$ cat src/rtl/radio_pwr_ctrl.sv
module radio_pwr_ctrl #(
  parameter int AW = 8,
  parameter int DW = 8,
  parameter int IRQW = 4,
  parameter int POR_CYCLES = 8,
  parameter logic [AW-1:0] MODE_ADDR = AW'(7),
  parameter logic [AW-1:0] IRQ_ADDR = AW'(4)
) (
  input  logic          clk,
  input  logic          rst_n,
  input  logic          sdn_i,
  input  logic          swrst_i,
  input  logic          bus_wr_i,
  input  logic          bus_rd_i,
  input  logic [AW-1:0] bus_addr_i,
  input  logic [DW-1:0] bus_wdata_i,
  output logic [DW-1:0] bus_rdata_o,
  input  logic [IRQW-1:0] irq_evt_i,
  output logic          irq_n_o,
  output logic          bus_ok_o,
  output logic [2:0]    mode_o,
  output logic          ldo_en_o,
  output logic          wut_en_o,
  output logic          lbd_en_o,
  output logic          ts_en_o,
  output logic          xtal_en_o,
  output logic          pll_en_o
);
  localparam int CW = $clog2(POR_CYCLES) + 1;
  localparam logic [CW-1:0] CNT_LOAD = CW'(POR_CYCLES - 1);
  localparam int B_XTAL = 0, B_PLL = 1, B_TS = 4, B_LBD = 5, B_WUT = 6;
  localparam logic [DW-1:0] CTRL_MASK = DW'(8'h73);
  localparam logic [DW-1:0] CTRL_DEF = DW'(8'h01);

  typedef enum logic [2:0] {
    M_OFF = 3'd0, M_RST = 3'd1, M_STBY = 3'd2, M_SLEEP = 3'd3,
    M_SENSE = 3'd4, M_READY = 3'd5, M_TUNE = 3'd6
  } mode_t;

  mode_t           mode_q, target;
  logic [CW-1:0]   cnt_q;
  logic [DW-1:0]   ctrl_q, pend_ext;
  logic [IRQW-1:0] pend_q;
  logic            por_q;
  logic            idle, blocked, wr_ctrl, rd_ctrl, rd_irq;

  assign idle    = (mode_q != M_OFF) && (mode_q != M_RST);
  assign blocked = por_q || (|pend_q);
  assign wr_ctrl = idle && bus_wr_i && (bus_addr_i == MODE_ADDR);
  assign rd_ctrl = idle && bus_rd_i && (bus_addr_i == MODE_ADDR);
  assign rd_irq  = idle && bus_rd_i && (bus_addr_i == IRQ_ADDR);

  always_comb begin
    if (ctrl_q[B_PLL])                        target = M_TUNE;
    else if (ctrl_q[B_XTAL])                  target = M_READY;
    else if (ctrl_q[B_LBD] || ctrl_q[B_TS])   target = M_SENSE;
    else if (ctrl_q[B_WUT])                   target = M_SLEEP;
    else                                      target = M_STBY;
    if (blocked && (target < M_READY))        target = M_READY;
  end

  always_ff @(posedge clk or negedge rst_n) begin
    if (!rst_n) begin
      mode_q <= M_RST;
      cnt_q  <= CNT_LOAD;
      ctrl_q <= CTRL_DEF;
      pend_q <= '0;
      por_q  <= 1'b1;
    end else if (sdn_i) begin
      mode_q <= M_OFF;
      cnt_q  <= '0;
      ctrl_q <= '0;
      pend_q <= '0;
      por_q  <= 1'b0;
    end else if (mode_q == M_OFF) begin
      mode_q <= M_RST;
      cnt_q  <= CNT_LOAD;
      ctrl_q <= CTRL_DEF;
      por_q  <= 1'b1;
    end else if (mode_q == M_RST) begin
      if (cnt_q == '0) mode_q <= target;
      else             cnt_q  <= cnt_q - 1'b1;
    end else if (swrst_i) begin
      mode_q <= M_RST;
      cnt_q  <= CNT_LOAD;
      ctrl_q <= CTRL_DEF;
      pend_q <= '0;
    end else begin
      mode_q <= target;
      if (wr_ctrl) ctrl_q <= bus_wdata_i & CTRL_MASK;
      if (rd_irq) por_q <= 1'b0;
      pend_q <= (rd_irq ? '0 : pend_q) | irq_evt_i;
    end
  end

  always_comb begin
    pend_ext = '0;
    pend_ext[IRQW-1:0] = pend_q;
  end

  assign bus_rdata_o = rd_ctrl ? ctrl_q : (rd_irq ? pend_ext : '0);
  assign bus_ok_o    = idle;
  assign irq_n_o     = ~|pend_q;
  assign mode_o      = mode_q;

  always_comb begin
    ldo_en_o = 1'b0; wut_en_o = 1'b0; lbd_en_o = 1'b0;
    ts_en_o  = 1'b0; xtal_en_o = 1'b0; pll_en_o = 1'b0;
    case (mode_q)
      M_RST, M_STBY: ldo_en_o = 1'b1;
      M_SLEEP: begin ldo_en_o = 1'b1; wut_en_o = 1'b1; end
      M_SENSE: begin
        ldo_en_o = 1'b1; wut_en_o = 1'b1;
        lbd_en_o = ctrl_q[B_LBD]; ts_en_o = ctrl_q[B_TS];
      end
      M_READY, M_TUNE: begin
        ldo_en_o = 1'b1; xtal_en_o = 1'b1;
        pll_en_o = (mode_q == M_TUNE);
        wut_en_o = ctrl_q[B_WUT]; lbd_en_o = ctrl_q[B_LBD]; ts_en_o = ctrl_q[B_TS];
      end
      default: ;
    endcase
  end

  assert_off_on_sdn_R1: assert property (@(posedge clk) disable iff (!rst_n)
    sdn_i |=> (mode_o == 3'd0) && !bus_ok_o && irq_n_o);

  assert_off_quiet_R1: assert property (@(posedge clk) disable iff (!rst_n)
    (mode_q == M_OFF) |-> !(ldo_en_o || wut_en_o || lbd_en_o || ts_en_o || xtal_en_o || pll_en_o)
                          && (bus_rdata_o == '0));

  assert_reset_holds_ctrl_R2: assert property (@(posedge clk) disable iff (!rst_n)
    (mode_q == M_RST && cnt_q != '0 && !sdn_i) |=> $stable(ctrl_q) && (mode_o == 3'd1));

  assert_pll_needs_xtal_R9: assert property (@(posedge clk) disable iff (!rst_n)
    pll_en_o |-> xtal_en_o && ldo_en_o);

  assert_read_clears_irq_R11: assert property (@(posedge clk) disable iff (!rst_n)
    (rd_irq && !swrst_i && !sdn_i && irq_evt_i == '0) |=> irq_n_o);

  assert_lowpower_blocked_R12: assert property (@(posedge clk) disable iff (!rst_n)
    (idle && blocked && !sdn_i) |=> (mode_o >= 3'd5 || mode_o == 3'd1));
endmodule

$ cat config.mk
export PLATFORM = sky130hd
export DESIGN_NAME = radio_pwr_ctrl
export DESIGN_NICKNAME = d
export VERILOG_FILES = /design/src/rtl/radio_pwr_ctrl.sv
export SDC_FILE = /design/constraint.sdc
export NUM_CORES = 1
export LEC_CHECK = 0
export CELL_PAD_IN_SITES_DETAIL_PLACEMENT = 1
export CELL_PAD_IN_SITES_GLOBAL_PLACEMENT = 1
export CORE_MARGIN = 5
export CORE_UTILIZATION = 40
export CTS_CLUSTER_SIZE = 25
export DETAILED_ROUTE_END_ITERATION = 8
export DONT_BUFFER_PORTS = 1
export GPL_TIMING_DRIVEN = 0
export PLACE_DENSITY_LB_ADDON = 0.1
export SLEW_MARGIN = 20
export SYNTH_ARGS = -nofsm -noshare
export SYNTH_HDL_FRONTEND = slang
export SYNTH_SLANG_ARGS = --single-unit
$ cat constraint.sdc
create_clock -name clk -period 2.1 [get_ports clk]
set_clock_uncertainty 0.1 [all_clocks]
set_input_delay 0.315 -clock clk [delete_from_list [all_inputs] [get_ports clk]]
set_output_delay 0.315 -clock clk [all_outputs]
set_load 0.02 [all_outputs]
# == Word level (Yosys, flattened, before mapping) ==
# Index checks and enable logic that the tools add are counted.
# totals
regBits,20
inputBits,26
out_inout_bits,19
wordCells,86
# classes
n_addsub,1
magnitude_cmp,1
n_eq_ne,15
n_mux,38
bitwise,1
n_reduce_logical,25
# op_table
op,n
$mux W8,6
$mux W4,11
$mux W3,9
$eq A8 B3 Y1 const B,2
$mux W1,11
$eq A3 B3 Y1 const B,3
$reduce_bool A4 Y1,2
$logic_and A1 B1 Y1,7
$eq A3 B2 Y1 const B,2
$reduce_and A2 Y1,3
$reduce_bool A3 Y1,2
$reduce_or A6 Y1,1
$logic_not A4 Y1,1
$ne A2 B2 Y1 const B,2
$ne A4 B3 Y1 const B,1
$ne A4 B4 Y1 const B,1
$or A4 B4 Y4,1
$reduce_or A2 Y1,2
$reduce_or A4 Y1,1
$sub A4 B1 Y4 const B,1
$eq A3 B1 Y1 const B,1
$logic_not A3 Y1,1
$lt A3 B3 Y1 const B,1
$ne A3 B1 Y1 const B,1
7 further kinds,8

# == Logic depth before layout (Yosys ltp) ==
# Gate-level depths: netlist of run 1.
# logic_depth
word_depth,11
depth_mapped,6
mapped_depth_nobuf,6

# == Worst setup path before layout of run 1 ==
# No wires, ideal clock.
# synth_timing
path_kind,reg-to-output
startpoint,"reg mode_q[2], in the netlist mode_o[2]"
endpoint,out bus_rdata_o[2]
arrival_time_ps,1771
required_ps,1685
setup_slack_ps,-86
path_stages_with_launch,6
n_path_buf,1
path_cell_list,dfrtp_1 -> clkbuf_1 -> nor2_1 -> inv_1 -> and3_1 -> and3_1
# synth_between
elab_chain_len,6
# synth_lines
item,line,source
"start, declared",40,"mode_t mode_q, target;"
"start signal, assigned",81,if (cnt_q == '0) mode_q <= target;
"start signal, assigned",89,mode_q <= target;
$ne A3 B1 Y1 or $reduce_bool A3 Y1 (tied branches),47,assign idle = (mode_q != M_OFF) && (mode_q != M_RST);
$logic_and A1 B1 Y1 *,47,
net bus_ok_o,20,"output logic bus_ok_o,"
$logic_and A1 B1 Y1 *,"50, 51",
$logic_and A1 B1 Y1,51,assign rd_irq = idle && bus_rd_i && (bus_addr_i == IRQ_ADDR);
$mux W4,101,assign bus_rdata_o = rd_ctrl ? ctrl_q : (rd_irq ? pend_ext : '0);
$mux W8 *,101,
"end, declared",17,"output logic [DW-1:0] bus_rdata_o,"
# Mark *: on every way through the listed nets, which the timed path passes. The rest lies on a longest branch.

# == Worst setup path in the final report of run 1 ==
# layout_timing
startpoint,"reg mode_q[2], in the netlist mode_o[2]"
endpoint,out bus_rdata_o[3]
# Same word-level chain as after synthesis.

==> flow_summary.toml, run 1 <==
[drt]
drt_iter0_drc = 34
vias = 935
firstDrtPassIters = 4
ant_nets = 0
post-route-drc-count = 0
wl_um = 2920
wl_per_cell_um = 18.8
viasPerCell = 6.03

[sta]
max_freq_mhz = 471
rsz0062_at_grt = "yes"
finalHoldViolations = 0
fin_setup_tns_ps = -110
tightestPinTransition_ps = 796
max_slew_margin_pct = 46.8
finalMaxSlewViolations = 0
min_period_over_period_pct = 101
setup_viol = 6
timing.final.ws_setup_ps = -22.0
fin_crit_ps = 2120

[global_routing]
grt_pass1_vias = 935
grt_pass1_wl_um = 4460
antenna_found_initial = 0
grt.overflow.total = 0
grt_max_degree = 18
groute.usage.overall_pct = 16.4

[critical_path]
cp-end-kind = "output port"
max_stage_delay_ps = 480
cp_slowest_cell = "dfrtp_2"
cp-startpoint = "mode_o[2]"
ff2ff_setup_slack_ps = 140
rr_startpoint = "mode_o[1]"
crit_arrival_ps = 1710
crit_chain = "buf_8 > nor2_4 > clkinvlp_4 > and3_4 > and3_4"
path_class = "register to output port"
crit_required_ps = 1680
crit_path_frequent_cell = "and3_4"
rr_endpoint = "cnt_q[1]"
r2r_cells = 6
cp_max_fo = 6
crit_end = "bus_rdata_o[3]"
crit_path_start_kind = "register"

[status]
violations = "negative setup slack"
status = "complete, but fails checks"

[synth]
netlist.top_cell.by_area = "dfrtp_1"
yosys_warnings = 0
ys_ff_latch = 17
synth_nets = 142
syn-cell-area_um2 = 1020
synthArstFlopShare_pct = 100
synth_common_cells = "13 x a21oi_1, 11 x dfrtp_1, 11 x nor2_1, 10 x nand2_1, 8 x and3_1"
synth.top_cell.area_share_pct = 26.9
synth_seq_area_share_pct = 42.3
synth_edf_count = 0
ys.flop_type = "dfrtp_1"
yosys-top-cells-area = "dfrtp_1 27%, dfstp_2 15%, a21oi_1 6.4%, and3_1 4.9%, nor2_1 4.0%"
synth_cell_type_count = 35
syn_avg_cell_area_um2 = 8.90
synth_most_common_cell = "a21oi_1"
syn_inst = 115

[place]
gp_congestion = 0.738
pre_cts_ws_ps = -235
dp_hpwl_um = 2160
port_buffers = 0

[power_and_ir_drop]
power_density_nw_per_um2 = 594
p_leak_uw = 0.000514
power_uw = 734
peakVddDrop_mv = 0.301

[clock_tree]
h-tree-depth = 1
clkTransAtPathRegs_ps = 110
root_buffer = "clkbuf_4"
clock-sinks = 17
cts_made_buffers = 3
clock_path_buffers = 2
cts_tree = "yes"
worstSkewPairLatency_ps = 300

[floorplanning]
num_rows = 18
die_y_um = 60.6
io_pins = 45
initial_utilization_pct = 41.7
die_w_um = 60.6
core_area_um2 = 2450
dieArea_um2 = 3670

[finish]
num_antenna_cells = 0
final_nets = 153
drive_gt1_share_pct = 28.8
area_growth_syn_to_layout_pct = 20.7

[min_path]
hold_path.class = "primary input to register"

[run]
cap_viol_max_count = 0
-- state kept, by name, indices dropped and copies added, names as in the netlist --
| name | count |
|---|---|
| cnt_q | 4 |
| por_q | 1 |
| mode_o | 3 |
| pend_q | 4 |
| ctrl_q | 5 |
-- power by group --
group / internal, uW / total, uW / switching, uW
Sequential: 358 / 384 / 26.5
Clock: 71.1 / 185 / 114
Combinational: 65.9 / 164 / 98.4
-- worst min-delay path by stage --
stage | from | end | slack (ps) | depth (start not counted)
after floorplan | rst_n | cnt_q[3] | -80 | 0
after global placement | rst_n | cnt_q[3] | -80 | 0
after detailed placement | rst_n | cnt_q[3] | -80 | 0
after CTS | irq_evt_i[2] | pend_q[2] | 20 | 2
after global routing | irq_evt_i[2] | pend_q[2] | 20 | 2
final | irq_evt_i[3] | pend_q[3] | 30 | 2
-- kinds of logic (layout without fill, tap and decap cells) --
logic type / after synthesis / count (layout) / share of synthesized area, %
AO/OA/AOI/OAI: 34 / 34 / 21.9
XOR/XNOR: 1 / 1 / 0.856
buffers and inverters: 12 / 22 / 4.77
AND/OR/NAND/NOR: 48 / 48 / 27.6
adder cells (fa/ha/maj): 1 / 1 / 1.22
flip-flops: 17 / 17 / 42.3
other: 1 / 1 / 0.366
multiplexers: 1 / 1 / 0.978
-- critical path, delay by kind of cell (launching register included) --
family	cells	cell delay, ps
AND/OR/NAND/NOR	3	570
flip-flops	1	480
buffers and inverters	2	350
-- area by class of cell --
cell class,count,area (um^2)
fill,280,1220
sequential,17,435
timing repair buffer,7,57.6
buffer,4,40.0
clock buffer,3,22.5
tap,30,37.5
multi-input combinational,86,607
inverter,7,30.0
clock inverter,1,5.00
-- timing repair --
action | CTS | global route
hold buffers | 2 | 0
hold endpoints to repair | 20 | 0
pin swaps | 2 | 2
endpoints found under the setup margin | 22 | 12
buffers inserted | 3 | 2
gates resized for setup | 18 | 10
-- metrics by stage --
| step | area, um^2 | util [%] | instances | hold WS, ps |
|---|---|---|---|---|
| 2_1_floorplan | 1030 | - | 115 | -80.6 |
| 3_3_place_gp | 1060 | 43.3 | 145 | -80.1 |
| 3_5_place_dp | 1060 | 43.3 | 145 | -80.0 |
| 4_1_cts | 1180 | 48.2 | 153 | 22.0 |
| 5_1_grt | 1230 | 50.3 | 155 | 24.5 |
| 6_report | 1230 | 50.3 | 155 | 28.1 |
-- cells in the final DEF (no fill, tap or decap), drive strengths merged, types with 3 or more instances in the layout --
cell / n
and3: 8
nand2: 10
dfstp: 6
nor4: 5
nor3b: 3
a22o: 4
nor2: 11
clkbuf: 5
a21oi: 13
buf: 7
inv: 6
o21ai: 5
dfrtp: 11
-- metal layers --
| metal | part of all wire, % | vias up | global-route usage (%) | wire (um) |
|---|---|---|---|---|
| met1 | 39 | 466 | 19.7 | 1140 |
| li1 | - | 440 | - | - |
| met5 | 0 | - | 0 | 0 |
| met2 | 52 | 24 | 28.2 | 1520 |
| met4 | 1.3 | 0 | 5.57 | 39 |
| met3 | 7.2 | 5 | 4.26 | 210 |
(Power assumes the default switching activity.)
==> inputs of run 2 (changes only) <==
Settings changed: CAP_MARGIN set to 20, PLACE_DENSITY_LB_ADDON 0.1 to 0.05.
==> flow_summary.toml, run 2 (synthesis gave the netlist of run 1 again) <==
[power_and_ir_drop]
peakVddDrop_mv = 0.314
p_seq_share_pct = 52.3
power_density_nw_per_um2 = 597
switchingPower_uw = 239
p_leak_uw = 0.000508
swShare_pct = 32.3
power_uw = 738
internal_power_uw = 500
combPwrFrac_pct = 23.0
clkPwrFrac_pct = 24.7

[clock_tree]
clock-sinks = 17
worstSkewPairLatency_ps = 290
clkTransAtPathRegs_ps = 110
root_buffer = "clkbuf_4"
clock_path_buffers = 2
cts_made_buffers = 3
cts_tree = "yes"
h-tree-depth = 1

[min_path]
hold_path.class = "primary input to register"
min_path_cells = 2
min_from = "irq_evt_i[1]"
whs_endpoint = "pend_q[1]"

[place]
gp_congestion = 0.747
dp_cells = 145
dp_hpwl_um = 2290
port_buffers = 0

[sta]
rsz0062_at_grt = "yes"
tightestPinTransition_ps = 823
min_period_over_period_pct = 102
fin_crit_ps = 2140
finalHoldViolations = 0
fin_setup_tns_ps = -201
max_freq_mhz = 467
timing.final.ws_setup_ps = -40.9
max_slew_margin_pct = 45.0
setup_viol = 5
finalMaxSlewViolations = 0

[status]
status = "complete, but fails checks"
violations = "negative setup slack"

[finish]
largest_reg_flops = 5
final_nets = 153
drive_gt1_share_pct = 27.2
final_cells = 155
fillCellCount = 290
final_util_pct = 50.4
final_cell_mix = "12 x a21oi_1, 10 x nand2_1, 10 x nor2_1"
num_antenna_cells = 0
area_growth_syn_to_layout_pct = 20.9
layout_commonest_cell = "a21oi_1"
largest-register = "ctrl_q"
top_regs = "ctrl_q x5, cnt_q x4, pend_q x4"

[drt]
post-route-drc-count = 0
viasPerCell = 6.01
ant_nets = 0
drt_iter0_drc = 49
vias = 932
wl_per_cell_um = 19.5
firstDrtPassIters = 4
wl_um = 3020

[floorplanning]
core_area_um2 = 2450
die_y_um = 60.6
dieArea_um2 = 3670
num_rows = 18
initial_utilization_pct = 41.7
io_pins = 45
die_w_um = 60.6

[critical_path]
crit_path_start_kind = "register"
rr_endpoint = "cnt_q[1]"
cp_max_fo = 7
critPathTopFamily = "simple AND/OR/NAND/NOR gates"
cp_slowest_cell = "dfrtp_2"
crit_arrival_ps = 1730
ff2ff_setup_slack_ps = 120
cp-end-kind = "output port"
path_class = "register to output port"
crit_required_ps = 1680
r2r_cells = 6
max_stage_delay_ps = 480
worst-path-buf-inv = 2
crit_path_frequent_cell = "and3_4"
crit_chain = "buf_8 > nor2_4 > clkinvlp_4 > and3_4 > and3_4"
rr_startpoint = "mode_o[2]"

[run]
cap_viol_max_count = 0

[global_routing]
grt_max_degree = 18
antenna_found_initial = 0
met1_usage_pct = 18.6
grt_use_met3_pct = 4.47
grt.overflow.total = 0
met2_usage_pct = 30.1
groute.usage.overall_pct = 16.6
grt_pass1_vias = 919
grt_pass1_wl_um = 4460
gr-max-usage-layer = "met2"
run 2: changes by cell type in the layout (fill, tap and decap cells not counted):
cell | previous run | this run
clkbuf_8 | 1 | 0
clkinv_2 | 1 | 0
nor3b_4 | 0 | 1
buf_4 | 6 | 5
nor3b_2 | 1 | 0
buf_8 | 1 | 2
clkbuf_1 | 1 | 3
run 2: how the worst max path moves through the flow:
stage / from / to / slack, ps / cells after the start
floorplan: mode_o[2] / bus_rdata_o[2] / 80 / 5
global placement: pend_q[1] / mode_o[1] / -230 / 4
detailed placement: mode_o[2] / bus_rdata_o[5] / -230 / 5
CTS: mode_o[1] / bus_rdata_o[5] / -90 / 5
global route: mode_o[2] / bus_rdata_o[3] / -100 / 5
finish: mode_o[2] / bus_rdata_o[5] / -40 / 5
run 2: routing by layer:
metal,vias to the layer above,wire (um)
li1,446,-
met1,458,1210
met2,24,1600
met3,4,186
met4,0,23
met5,-,0
run 2: per-stage QoR:
step,hold WS (ps),instance area (um^2),worst slack (ps)
after floorplan,-80.6,1030,75.9
after global placement,-80.1,1060,-225
after detailed placement,-80.1,1060,-231
after CTS,31.4,1170,-85.4
after global routing,21.6,1240,-103
final,31.9,1240,-40.9
run 2: layout make-up:
type | count | area, um^2 | area share (%)
repair buffers | 6 | 50.0 | 4.04
inverters | 7 | 30.0 | 2.43
multi-input cells | 86 | 613 | 49.5
plain buffers | 5 | 45.0 | 3.64
well taps | 30 | 37.5 | 3.03
flip-flops and latches | 17 | 435 | 35.2
clock buffers | 4 | 26.3 | 2.12
run 2: what timing repair did:
| item | CTS | global route |
|---|---|---|
| endpoints found under the setup margin | 24 | 17 |
| cloned | 0 | 0 |
| pin swaps | 1 | 2 |
| gates resized for setup | 16 | 14 |
| hold buffers | 2 | 0 |
| buffers inserted | 1 | 3 |
| hold endpoints to repair | 20 | 0 |
run 2: power groups by stage:
| stage | clock [uW] | combinational (uW) | sequential, uW |
|---|---|---|---|
| 2_1_floorplan | 0 | 108 | 382 |
| 3_3_place_gp | 0 | 128 | 387 |
| 3_5_place_dp | 0 | 135 | 389 |
| 4_1_cts | 187 | 156 | 384 |
| 5_1_grt | 207 | 187 | 389 |
| 6_report | 182 | 170 | 386 |
==> inputs of run 3 (changes only) <==
Settings changed: CORE_ASPECT_RATIO set to 1.5, CORE_MARGIN 5 to not set.
==> flow_summary.toml, run 3 (synthesis gave the netlist of run 1 again) <==
[drt]
wl_um = 2750
firstDrtPassIters = 6
post-route-drc-count = 0
vias = 914
viasPerCell = 6.30
wl_per_cell_um = 18.9
drt_iter0_drc = 7
ant_nets = 0

[floorplanning]
initial_utilization_pct = 42.3
die_w_um = 43.3
die_y_um = 64.0
io_pins = 45
core_area_um2 = 2420
num_rows = 22
dieArea_um2 = 2770

[critical_path]
worst-path-buf-inv = 2
ff2ff_setup_slack_ps = 130
crit_required_ps = 1680
r2r_cells = 6
rr_endpoint = "ctrl_q[6]"
rr_startpoint = "mode_o[1]"
cp-end-kind = "output port"
cp-startpoint = "mode_o[1]"
cp_slowest_cell = "dfrtp_2"
crit_arrival_ps = 1610
cp_max_fo = 7
critPathTopFamily = "simple AND/OR/NAND/NOR gates"
crit_path_start_kind = "register"
path_class = "register to output port"
max_stage_delay_ps = 440
crit_chain = "buf_4 > nor2_4 > inv_2 > and3_4 > and3_2"

[place]
port_buffers = 0
dp_hpwl_um = 2130
gp_congestion = 0.779
postPlaceCellArea_um2 = 1060
dp_cells = 139

[sta]
setup_viol = 0
tightestPinTransition_ps = 777
max_slew_margin_pct = 48.0
finalMaxSlewViolations = 0
finalHoldViolations = 0
whs_ps = 47.6
max_freq_mhz = 495
fin_crit_ps = 2020
rsz0062_at_grt = "yes"
min_period_over_period_pct = 96.2

[global_routing]
groute.usage.overall_pct = 21.4
grt_pass1_wl_um = 4430
antenna_found_initial = 0
grt_max_degree = 18
grt_pass1_vias = 1007
grt.overflow.total = 0

[finish]
largest-register = "ctrl_q"
final_nets = 149
final_cell_mix = "12 x a21oi_1, 10 x nand2_1, 10 x nor2_1"
top_regs = "ctrl_q x5, cnt_q x4, pend_q x4"
area_growth_syn_to_layout_pct = 13.9
fillCellCount = 294
layout_commonest_cell = "a21oi_1"
final_cell_area_um2 = 1170
num_antenna_cells = 0
final_cells = 145
largest_reg_flops = 5
drive_gt1_share_pct = 25.6

[min_path]
min_from = "irq_evt_i[2]"
whs_endpoint = "pend_q[2]"
hold_path.class = "primary input to register"
min_path_cells = 2

[power_and_ir_drop]
power_uw = 718
p_leak_uw = 0.000502
power_density_nw_per_um2 = 616
peakVddDrop_mv = 0.467

[clock_tree]
clock-sinks = 17
root_buffer = "clkbuf_4"
clock_path_buffers = 2
clkTransAtPathRegs_ps = 100
worstSkewPairLatency_ps = 290
cts_tree = "yes"
h-tree-depth = 1
cts_made_buffers = 3

[run]
cap_viol_max_count = 0

[status]
status = "completed"
[run 3: cell types whose count changed in the layout (fill, tap and decap cells not counted)]
| cell | previous run | this run |
|---|---|---|
| buf_4 | 5 | 4 |
| buf_8 | 2 | 0 |
| and3_4 | 6 | 1 |
| inv_2 | 0 | 1 |
| clkinvlp_4 | 1 | 0 |
| clkbuf_1 | 3 | 2 |
| and3_2 | 0 | 5 |
[run 3: timing repair]
action	CTS	global route
pin swaps	1	0
hold endpoints to repair	20	0
hold buffers	2	0
gates resized for setup	17	6
cloned	0	0
buffers inserted	1	0
setup endpoints to repair	22	13
[run 3: metrics by stage]
step	util, %	setup slack [ps]	TNS [ps]
after floorplan	-	75.9	0
after global placement	43.6	-190	-1830
after detailed placement	43.6	-287	-2220
after CTS	47.6	0.853	0
after global routing	48.1	-17.2	-21.9
final	48.1	79.7	0
[run 3: report_power, final]
part	leakage [uW]	switching, uW	internal (uW)
logic	0.000274	97.2	60.6
clock network	0.0000150	102	73.8
registers	0.000213	26.2	358
total	0.000502	225	492
[run 3: worst max path at each step]
stage,to,slack (ps),cells after the start
floorplan,bus_rdata_o[2],80,5
global placement,mode_o[1],-190,4
detailed placement,mode_o[1],-290,4
CTS,bus_rdata_o[3],0.9,5
global route,bus_rdata_o[0],-20,5
finish,bus_rdata_o[3],80,5
[run 3: area by class of cell]
cell class	count	area (um^2)	share of cell area, %
buffer	4	26.3	2.25
clock buffer	4	26.3	2.25
inverter	7	26.3	2.25
multi-input combinational	86	594	51.0
sequential	17	435	37.3
tap	24	30.0	2.58
timing repair buffer	3	27.5	2.36
[run 3: per-layer routing]
layer | vias up | wire [um] | share of wire (%) | global-route usage [%]
met1 | 453 | 1040 | 38 | 22.1
met2 | 25 | 1580 | 58 | 40.5
met4 | 0 | 23 | 0.84 | 8.71
li1 | 434 | - | - | -
met3 | 2 | 102 | 3.7 | 3.67
met5 | - | 0 | 0 | 0
